### config.mk
export PLATFORM = sky130hd
export DESIGN_NAME = i2c_slave_core
export DESIGN_NICKNAME = d
export VERILOG_FILES = /design/src/rtl/i2cs_pkg.sv /design/src/rtl/i2cs_sampler.sv /design/src/rtl/i2cs_engine.sv /design/src/rtl/i2c_slave_core.sv
export SDC_FILE = /design/constraint.sdc
export NUM_CORES = 1
export LEC_CHECK = 0
export BUFFER_PORTS_ARGS = -buffer_cell sky130_fd_sc_hd__buf_4
export CELL_PAD_IN_SITES_DETAIL_PLACEMENT = 0
export CELL_PAD_IN_SITES_GLOBAL_PLACEMENT = 1
export CORE_UTILIZATION = 30
export DETAILED_ROUTE_END_ITERATION = 6
export PLACE_DENSITY = 0.53
export SLEW_MARGIN = 30
export SYNTH_ARGS = -nofsm -noshare
export SYNTH_HDL_FRONTEND = slang
export SYNTH_HIERARCHICAL = 1
export SYNTH_SLANG_ARGS = --single-unit
### constraint.sdc
create_clock -name clk -period 2.39 [get_ports clk]
set_clock_uncertainty 0.15 [all_clocks]
set_input_delay 0 -clock clk [delete_from_list [all_inputs] [get_ports clk]]
set_output_delay 0 -clock clk [all_outputs]
set_load 0.02 [all_outputs]
### src/rtl/i2cs_pkg.sv
package i2cs_pkg;
  localparam int BYTE_W = 8;
  localparam int CNT_W  = $clog2(BYTE_W + 2);

  typedef enum logic [2:0] {
    ST_IDLE,
    ST_ADDR,
    ST_RX,
    ST_TX,
    ST_IGN
  } eng_st_t;

  localparam logic [1:0] RA_DATA = 2'd0;
  localparam logic [1:0] RA_OWN  = 2'd1;
  localparam logic [1:0] RA_CTRL = 2'd2;
  localparam logic [1:0] RA_STAT = 2'd3;
endpackage

### src/rtl/i2cs_sampler.sv
module i2cs_sampler #(
  parameter int PRESC = 4
) (
  input  logic clk,
  input  logic rst_n,
  input  logic scl_i,
  input  logic sda_i,
  output logic scl_rise,
  output logic scl_fall,
  output logic start_ev,
  output logic stop_ev,
  output logic sda_lvl
);
  localparam int PW = (PRESC > 1) ? $clog2(PRESC) : 1;

  logic [PW-1:0] pcnt, pcnt_n;
  logic          tick, tick_d;
  logic [1:0]    s1, s2, s3;   // {scl, sda}

  always_comb begin
    tick   = (pcnt == PW'(PRESC - 1));
    pcnt_n = tick ? '0 : pcnt + PW'(1);
  end

  always_ff @(posedge clk or negedge rst_n) begin
    if (!rst_n) begin
      pcnt   <= '0;
      tick_d <= 1'b0;
      s1     <= 2'b11;
      s2     <= 2'b11;
      s3     <= 2'b11;
    end else begin
      pcnt   <= pcnt_n;
      tick_d <= tick;
      if (tick) begin
        s1 <= {scl_i, sda_i};
        s2 <= s1;
        s3 <= s2;
      end
    end
  end

  always_comb begin
    scl_rise = tick_d &  s2[1] & ~s3[1];
    scl_fall = tick_d & ~s2[1] &  s3[1];
    start_ev = tick_d &  s2[1] &  s3[1] & ~s2[0] &  s3[0];
    stop_ev  = tick_d &  s2[1] &  s3[1] &  s2[0] & ~s3[0];
    sda_lvl  = s2[0];
  end
endmodule

### src/rtl/i2cs_engine.sv
module i2cs_engine
  import i2cs_pkg::*;
(
  input  logic              clk,
  input  logic              rst_n,
  input  logic              en,
  input  logic              wtim,
  input  logic [BYTE_W-1:1] own_adr,
  input  logic              scl_rise,
  input  logic              scl_fall,
  input  logic              start_ev,
  input  logic              stop_ev,
  input  logic              sda_lvl,
  input  logic              sh_wr,
  input  logic [BYTE_W-1:0] sh_wdata,
  output logic [BYTE_W-1:0] sh_q,
  output logic              sda_oe,
  output logic              in_tx,
  output logic              ev_hit,
  output logic              ev_ext,
  output logic              ev_stop,
  output logic              ev_irq
);
  localparam logic [CNT_W-1:0] N8 = CNT_W'(BYTE_W);
  localparam logic [CNT_W-1:0] N9 = CNT_W'(BYTE_W + 1);

  eng_st_t           st, st_n;
  logic [CNT_W-1:0]  rcnt, rcnt_n;
  logic [BYTE_W-1:0] sh, sh_n;
  logic              so, so_n;      // SDA output latch, 1 = released
  logic              hit, hit_n, ext, ext_n, rwb, rwb_n, mack, mack_n;
  logic              act, ext_now, hit_now, live;

  always_comb begin
    st_n = st; rcnt_n = rcnt; sh_n = sh; so_n = so;
    hit_n = hit; ext_n = ext; rwb_n = rwb; mack_n = mack;
    ev_hit = 1'b0; ev_ext = 1'b0; ev_stop = 1'b0; ev_irq = 1'b0;
    act = 1'b0; ext_now = 1'b0; hit_now = 1'b0;
    live = (st != ST_IDLE) && (st != ST_IGN);
    if (!en) begin
      st_n = ST_IDLE; rcnt_n = '0; so_n = 1'b1;
    end else if (stop_ev) begin
      st_n = ST_IDLE; rcnt_n = '0; so_n = 1'b1; ev_stop = 1'b1;
    end else if (start_ev) begin
      st_n = ST_ADDR; rcnt_n = '0; so_n = 1'b1; hit_n = 1'b0; ext_n = 1'b0;
    end else if (scl_rise && live) begin
      if (rcnt < N8) sh_n = {sh[BYTE_W-2:0], sda_lvl};
      else           mack_n = ~sda_lvl;
      rcnt_n = rcnt + CNT_W'(1);
    end else if (scl_fall && live) begin
      if (rcnt == N8) begin
        if (st == ST_ADDR) begin
          ext_now = (sh[7:4] == 4'h0) || (sh[7:4] == 4'hF);
          hit_now = !ext_now && (sh[BYTE_W-1:1] == own_adr);
          hit_n = hit_now; ext_n = ext_now; rwb_n = sh[0];
          ev_hit = hit_now; ev_ext = ext_now;
          so_n = ~hit_now;
          act = hit_now | ext_now;
        end else begin
          so_n = (st != ST_RX);
          act = 1'b1;
        end
        ev_irq = act & ~wtim;
      end else if (rcnt == N9) begin
        rcnt_n = '0;
        so_n = 1'b1;
        if (st == ST_ADDR) begin
          act = hit | ext;
          if (hit && rwb)  begin st_n = ST_TX; so_n = sh[BYTE_W-1]; end
          else if (hit)    st_n = ST_RX;
          else             st_n = ST_IGN;
        end else if (st == ST_TX) begin
          act = 1'b1;
          if (mack) so_n = sh[BYTE_W-1];
          else      st_n = ST_IGN;
        end else begin
          act = 1'b1;
        end
        ev_irq = act & wtim;
      end else if (st == ST_TX && rcnt != '0) begin
        so_n = sh[BYTE_W-1];
      end
    end
    if (sh_wr) begin
      sh_n = sh_wdata;
      if (st == ST_TX && rcnt == '0 && en) so_n = sh_wdata[BYTE_W-1];
    end
  end

  always_ff @(posedge clk or negedge rst_n) begin
    if (!rst_n) begin
      st <= ST_IDLE; rcnt <= '0; sh <= '0; so <= 1'b1;
      hit <= 1'b0; ext <= 1'b0; rwb <= 1'b0; mack <= 1'b0;
    end else begin
      st <= st_n; rcnt <= rcnt_n; sh <= sh_n; so <= so_n;
      hit <= hit_n; ext <= ext_n; rwb <= rwb_n; mack <= mack_n;
    end
  end

  assign sh_q   = sh;
  assign sda_oe = ~so;
  assign in_tx  = (st == ST_TX);


  start_restart_chk: assert property (@(posedge clk) disable iff (!rst_n)
    (en && start_ev && !stop_ev) |=> (st == ST_ADDR && rcnt == '0));

  stop_idle_chk: assert property (@(posedge clk) disable iff (!rst_n)
    (en && stop_ev) |=> (st == ST_IDLE && so));

  ack_window_chk: assert property (@(posedge clk) disable iff (!rst_n)
    (st == ST_RX && !so) |-> (rcnt >= N8));

  disabled_release_chk: assert property (@(posedge clk) disable iff (!rst_n)
    !en |=> (so && st == ST_IDLE));

  bit_count_chk: assert property (@(posedge clk) disable iff (!rst_n)
    rcnt <= N9);
endmodule

### src/rtl/i2c_slave_core.sv
module i2c_slave_core
  import i2cs_pkg::*;
#(
  parameter int PRESC = 4
) (
  input  logic       clk,
  input  logic       rst_n,
  input  logic       scl_i,
  input  logic       sda_i,
  output logic       sda_oe,
  input  logic       reg_wr,
  input  logic       reg_rd,
  input  logic [1:0] reg_addr,
  input  logic [7:0] reg_wdata,
  output logic [7:0] reg_rdata,
  output logic       irq
);
  logic [1:0] rst_q;
  logic       rst_ni;

  always_ff @(posedge clk or negedge rst_n) begin
    if (!rst_n) rst_q <= 2'b00;
    else        rst_q <= {rst_q[0], 1'b1};
  end
  assign rst_ni = rst_q[1];

  logic scl_rise, scl_fall, start_ev, stop_ev, sda_lvl;
  logic [BYTE_W-1:0] own_q, own_n, ctrl_q, ctrl_n, sh_q;
  logic [2:0] stat_q, stat_n;
  logic       irq_n, in_tx, ev_hit, ev_ext, ev_stop, ev_irq, sh_wr;

  i2cs_sampler #(.PRESC(PRESC)) u_samp (
    .clk(clk), .rst_n(rst_ni), .scl_i(scl_i), .sda_i(sda_i),
    .scl_rise(scl_rise), .scl_fall(scl_fall), .start_ev(start_ev),
    .stop_ev(stop_ev), .sda_lvl(sda_lvl)
  );

  assign sh_wr = reg_wr && (reg_addr == RA_DATA);

  i2cs_engine u_eng (
    .clk(clk), .rst_n(rst_ni), .en(ctrl_q[0]), .wtim(ctrl_q[1]),
    .own_adr(own_q[BYTE_W-1:1]), .scl_rise(scl_rise), .scl_fall(scl_fall),
    .start_ev(start_ev), .stop_ev(stop_ev), .sda_lvl(sda_lvl),
    .sh_wr(sh_wr), .sh_wdata(reg_wdata), .sh_q(sh_q), .sda_oe(sda_oe),
    .in_tx(in_tx), .ev_hit(ev_hit), .ev_ext(ev_ext), .ev_stop(ev_stop),
    .ev_irq(ev_irq)
  );

  always_comb begin
    own_n  = (reg_wr && reg_addr == RA_OWN)  ? reg_wdata : own_q;
    ctrl_n = (reg_wr && reg_addr == RA_CTRL) ? reg_wdata : ctrl_q;
    stat_n = (reg_rd && reg_addr == RA_STAT) ? 3'b000 : stat_q;
    if (ev_hit)  stat_n[0] = 1'b1;
    if (ev_ext)  stat_n[1] = 1'b1;
    if (ev_stop) stat_n[2] = 1'b1;
    irq_n = ev_irq | (ev_stop & ctrl_q[2]);
    unique case (reg_addr)
      RA_DATA: reg_rdata = sh_q;
      RA_OWN:  reg_rdata = own_q;
      RA_CTRL: reg_rdata = ctrl_q;
      default: reg_rdata = {4'b0000, in_tx, stat_q};
    endcase
  end

  always_ff @(posedge clk or negedge rst_ni) begin
    if (!rst_ni) begin
      own_q <= '0; ctrl_q <= '0; stat_q <= '0; irq <= 1'b0;
    end else begin
      own_q <= own_n; ctrl_q <= ctrl_n; stat_q <= stat_n; irq <= irq_n;
    end
  end


  irq_pulse_chk: assert property (@(posedge clk) disable iff (!rst_ni)
    irq |=> !irq);

  stat_clear_chk: assert property (@(posedge clk) disable iff (!rst_ni)
    (reg_rd && reg_addr == RA_STAT && !ev_hit && !ev_ext && !ev_stop)
      |=> (stat_q == 3'b000));

  stop_flag_chk: assert property (@(posedge clk) disable iff (!rst_ni)
    ev_stop |=> stat_q[2]);

  quiet_when_off_chk: assert property (@(posedge clk) disable iff (!rst_ni)
    (!ctrl_q[0] && $past(!ctrl_q[0])) |-> !irq_n);
endmodule

## Yosys cells after proc, flatten, opt, wreduce, memory -nomap -nowiden

Cells that the tools add are included.
W data, S select, Z words.

- Register bits after elaboration: 51
- Latch bits: 0
- Memory bits (writable): 0
- ROM bits: 0
- Output and inout port bits: 10
- Logic and storage cells: 201
- Memories: 0

- $add $sub $neg: 2
- Multipliers: 0
- Divide/modulo/power cells: 0
- $lt $le $gt $ge: 1
- Eq/ne operators: 24
- Shifts and indexed selects: 0
- Muxes and demuxes: 94
- Bitwise logic cells: 26
- Reductions and logical operators: 34

Operators by type and width:

| operator | count |
|---|---|
| $mux W1 | 66 |
| $mux W8 | 6 |
| $mux W3 | 13 |
| $mux W4 | 7 |
| $pmux W8 S3 | 1 |
| $reduce_bool A2 Y1 | 9 |
| $ne A5 B3 Y1 const B | 3 |
| $and A1 B1 Y1 | 12 |
| $eq A4 B4 Y1 const B | 3 |
| $logic_and A1 B1 Y1 | 12 |
| $reduce_and A6 Y1 | 2 |
| $not A1 Y1 | 11 |
| $reduce_and A5 Y1 | 2 |
| $logic_not A4 Y1 | 2 |
| $ne A4 B3 Y1 const B | 2 |
| $ne A4 B4 Y1 const B | 2 |
| $eq A7 B7 Y1 | 1 |
| $reduce_and A7 Y1 | 1 |
| $eq A2 B2 Y1 const B | 3 |
| $ne A5 B4 Y1 const B | 1 |
| $ne A5 B5 Y1 const B | 1 |
| $add A4 B1 Y4 const B | 1 |
| $lt A4 B4 Y1 const B | 1 |
| $ne A2 B1 Y1 const B | 2 |
| 15 further kinds | 17 |

## Longest topological paths before layout

- Word-level depth: 20
- Depth in mapped cells: 8
- Gate-level depth less buffers: 7

## By module

The synthesis kept the hierarchy.

Modules (own cells, without submodules):

| module | instances | cells an instance | area each (µm²) | sequential area each (µm²) |
|---|---|---|---|---|
| i2cs_engine | 1 | 153 | 1388.8 | 501.7 |
| i2c_slave_core | 1 | 62 | 991.0 | 550.5 |
| i2cs_sampler | 1 | 24 | 401.6 | 232.7 |

## Worst setup path after synthesis

OpenSTA, ideal clock, no wires.

- Kind: flip-flop to flip-flop
- Start point: register u_samp.s3[0]
- End point: register u_eng.sh[0] (netlist: u_eng/sh_q[0])
- Arrival: 1.813 ns
- Data required time: 2.093 ns
- Path slack: 0.280 ns
- Cell stages (with the launch flop): 8
- Path buffers: 1
- Cells stage by stage: dfstp_2 -> nor3b_2 -> nand2b_1 -> buf_6 -> or4b_4 -> nor2_8 -> mux2i_1 -> o21ai_1

- Longest elaborated chain between the ends: 4
- Elaborated cells on any way between the ends: 6
- Classes of those cells: eq/ne (2); bitwise (3); reduce/logical (1)

Ends and longest elaborated chain:

| element | line | RTL |
|---|---|---|
| start: declaration | i2cs_sampler.sv:18 | `logic [1:0] s1, s2, s3;` |
| start signal: assignment | i2cs_sampler.sv:31 | `s3 <= 2'b11;` |
| start signal: assignment | i2cs_sampler.sv:38 | `s3 <= s2;` |
| $not A1 Y1 | i2cs_sampler.sv:47 | `stop_ev = tick_d & s2[1] & s3[1] & s2[0] & ~s3[0];` |
| $and A1 B1 Y1 | i2cs_sampler.sv:47 |  |
| net stop_ev | i2c_slave_core.sv:27 | `logic scl_rise, scl_fall, start_ev, stop_ev, sda_lvl;` |
| $ne A2 B1 Y1 (no line) | - |  |
| $reduce_and A5 Y1 (no line) | - |  |
| end signal: assignment | i2cs_engine.sv:95 | `st <= st_n; rcnt <= rcnt_n; sh <= sh_n; so <= so_n;` |
| end: declaration | i2cs_engine.sv:29 | `logic [BYTE_W-1:0] sh, sh_n;` |

The timed path passes the listed nets, and every way through them passes these cells.
A chain may end at the register's enable or synchronous reset.

## Worst setup path in the final report

- Start point: register u_samp.s2[1]
- End point: register u_eng.sh[4] (netlist: u_eng/sh_q[4])

- Elaborated cells on any way between the ends: 12
- Classes of those cells: eq/ne (2); bitwise (7); reduce/logical (3)

RTL lines:

| element | line | RTL |
|---|---|---|
| start: declaration | i2cs_sampler.sv:18 |  |
| start signal: assignment | i2cs_sampler.sv:30 | `s2 <= 2'b11;` |
| start signal: assignment | i2cs_sampler.sv:37 | `s2 <= s1;` |
| $and A1 B1 Y1 (2 in series) | i2cs_sampler.sv:44 | `scl_rise = tick_d & s2[1] & ~s3[1];` |
| net scl_rise | i2c_slave_core.sv:27 |  |
| $logic_and A1 B1 Y1 | i2cs_engine.sv:46 | `end else if (scl_rise && live) begin` |
| $reduce_bool A2 Y1 (no line) | - |  |
| $reduce_and A5 Y1 (no line) | - |  |

The timed path passes the listed nets, and every way through them passes these cells.

==> results_dict.tcl <==
set metrics [dict create \
    nFillCells 897 \
    clk_pin_slew_ns 0.09 \
    post-cts-setup-buffer-count 0 \
    status "completed" \
    drt-pass1-iter-count 4 \
    synth_flop_cell "dfrtp_1" \
    port_buffers 25 \
    switchingPower_w 0.0005547 \
    syn-mean-instance-area_um2 11.64 \
    grt_max_degree 37 \
    routabilityCongestion 0.7594 \
    setup_tns_ns 0 \
    hold_violations 0 \
    fin_crit_ns 2.193 \
    critPathCaptureType "flop" \
    nNetsFinal 310 \
    fin_crit_sh_pct 91.76 \
    cp-start-kind "flop" \
    grt_use_total_pct 13.95 \
    wire_per_inst_um 15.84 \
    path_class "reg2reg" \
    dp.final_hpwl_um 4623 \
    path_buf_inv 0 \
    slew_headroom_pct 63.14 \
    final_antenna_net_count 0 \
    final_common_cell "dfrtp_1" \
    die_area_um2 9661 \
    num_io_pins 26 \
    max_stage_delay_ns 0.58 \
    slew_violations 0 \
    antenna_found_initial 0 \
    htreeDepth 2 \
    cp_cell_sequence "nand2_1 > nor2_1 > or4b_4 > nor2_8 > mux2i_1 > o21ai_1" \
    arrival_ns 2.23 \
    regArea_um2 1286 \
    synthesis.nets 259 \
    drt-total-wl_um 6319 \
    synthCells 239 \
    setup_viol 0 \
    swShare_pct 27.23 \
    netlist_area_um2 2781 \
    p_int_w 0.001482 \
    fmax_ghz 0.4560 \
    multi_input_area_um2 1400 \
    cts_tree "done" \
    synth-seq-area-share_pct 46.20 \
    fp.dieW_um 98.29 \
    clockRootBuffer "clkbuf_8" \
    insertion_delay_ns 0.30 \
    cts_num_sinks 51 \
    ir_worst_vdd_uv 292.0 \
    drt-initial-drc-count 109 \
    n_antenna_cell 0 \
    num_vias 2003 \
    grt.overflow.total 0 \
    synthToLayoutAreaGrowth_pct 21.46 \
    synthArstFlopShare_pct 100.0 \
    grt_pass1_vias 1966 \
    hp-class "reg2async" \
    powerDensity_nw_per_um2 603.0 \
    final_util_pct 38.18 \
    cap_violations 0 \
    drc 0 \
    worstPathMaxFanout 8 \
    final_cell_mix "43 x dfrtp_1, 38 x buf_4, 21 x nand2_1" \
    cts_buffers 5 \
    clkPwrFrac_pct 29.3 \
    crit_required_ns 2.43 \
    p_seq_share_pct 50.6 \
    start_util_pct 31.43 \
    cpMaxStageDelayCell "dfstp_2" \
    rsz0062_at_grt "no" \
    crit_cells 6 \
    grt_pass1_wl_um 10450 \
    die_y_um 98.29 \
    tightest_slew_ns 0.5517 \
    num_rows 34 \
    coreArea_um2 8848 \
    p_comb_share_pct 20.1 \
    ff2ff_path_depth 6 \
    synth_warnings 6 \
    clock_path_buffers 2 \
    ys_types 52 \
    synth-edff-count 0 \
    cpLargestDelayFamily "simple AND/OR/NAND/NOR gates" \
    ys_ff_latch 51 \
    p_leak_nw 1.432 \
    drive_gt1_share_pct 30.93 \
    viasPerCell 5.020 \
]
-- cell usage after synthesis (all sizes together) (2+ instances only) --
library cell / instances / area, um2
dfrtp: 44 / 1101
mux2: 23 / 281.5
nand2: 21 / 78.83
nor2: 18 / 83.83
o21ai: 16 / 80.08
mux2i: 14 / 140.1
dfstp: 7 / 183.9
nor3b: 7 / 62.56
xnor2: 7 / 61.31
nand3: 6 / 35.03
nand3b: 6 / 52.55
a21o: 5 / 37.54
buf: 5 / 50.04
a21oi: 4 / 20.02
ha: 4 / 50.05
inv: 4 / 15.01
mux4: 4 / 93.84
nor2b: 4 / 25.02
o2bb2ai: 4 / 35.03
nand2b: 3 / 18.77
nor3: 3 / 15.01
xor2: 3 / 26.28
and3b: 2 / 17.52
clkbuf: 2 / 27.53
nand4: 2 / 12.51
nand4b: 2 / 17.52
nor4: 2 / 12.51
-- logic make-up after synthesis --
| logic type | synth area share [%] |
|---|---|
| other cells | 0.1348 |
| simple gates | 17.59 |
| flops | 46.20 |
| buf+inv | 3.643 |
| fa+ha+maj | 1.799 |
| xor+xnor | 3.149 |
| compound gates | 8.953 |
| mux | 18.53 |
-- layer usage --
metal | routed length, um | share of wire [%] | global-route usage, % | up-vias
met1 | 3288 | 52 | 21.11 | 986
met5 | 0 | 0 | 0 | -
met4 | 63 | 1.0 | 4.133 | 0
met3 | 189 | 3.0 | 2.219 | 5
li1 | - | - | - | 974
met2 | 2777 | 44 | 20.37 | 38
-- sequential cells by signal, indices dropped and copies added (netlist names) --
name / cells
u_eng/ext: 1
irq: 1
u_eng/sh_q: 8
u_samp/s1: 2
u_samp/s3: 2
u_eng/rcnt: 4
rst_q: 2
u_samp/pcnt: 2
stat_q: 3
u_eng/st: 3
u_samp/s2: 2
u_eng/mack: 1
u_samp/tick_d: 1
own_q: 8
u_eng/so: 1
ctrl_q: 8
u_eng/hit: 1
u_eng/rwb: 1
-- worst paths after layout --
| check | startpoint | endpoint | slack [ns] |
|---|---|---|---|
| max | u_samp/s2[1]$_DFFE_PN1P_ | u_eng/sh_q[4]$_DFFE_PN0P_ | 0.20 |
| min | rst_q[1]$_DFF_PN0_ | stat_q[2]$_DFFE_PN0P_ | 0.02 |
| max reg2reg | u_samp/s2[1]$_DFFE_PN1P_ | u_eng/sh_q[4]$_DFFE_PN0P_ | 0.20 |
| min reg2reg | rst_q[1]$_DFF_PN0_ | stat_q[2]$_DFFE_PN0P_ | 0.02 |
| max in group asynchronous | rst_q[1]$_DFF_PN0_ | u_samp/s2[1]$_DFFE_PN1P_ | 1.50 |
| min in group clk | reg_addr[0] | stat_q[1]$_DFFE_PN0P_ | 0.04 |
-- power groups by stage --
| stage | sequential (W) | combinational, W | clock [W] |
|---|---|---|---|
| finish | 0.00103 | 0.000410 | 0.000597 |
| CTS | 0.00103 | 0.000417 | 0.000622 |
| global placement | 0.00105 | 0.000401 | 0 |
| floorplan | 0.00103 | 0.000247 | 0 |
| detailed placement | 0.00105 | 0.000398 | 0 |
| global route | 0.00105 | 0.000445 | 0.000652 |
-- final cells by class --
cell class,instances,share of cell area [%]
inverter,4,0.4444
tap,108,4.000
multi-input combinational,176,41.44
sequential,51,38.07
clock inverter,1,0.8889
clock buffer,7,2.259
timing repair buffer,52,12.89
-- timing repair --
item | in CTS | in global routing
endpoints found under the hold margin | 32 | 0
hold buffers | 13 | 0
resized for setup | 0 | 0
-- metrics by stage --
stage               power, W  instances  hold WS (ns)  area (um2)  setup WS (ns)
global route        0.002144        399       0.03535        3378        0.07381
detailed placement  0.001447        378       -0.3666        3142         0.2129
floorplan           0.001280        239       -0.4456        2781         0.2796
global placement    0.001449        378       -0.3668        3142         0.2301
CTS                 0.002071        399       0.02923        3378         0.1945
finish              0.002037        399       0.01982        3378         0.1969
Note: power is estimated with default switching activity, not from simulation.
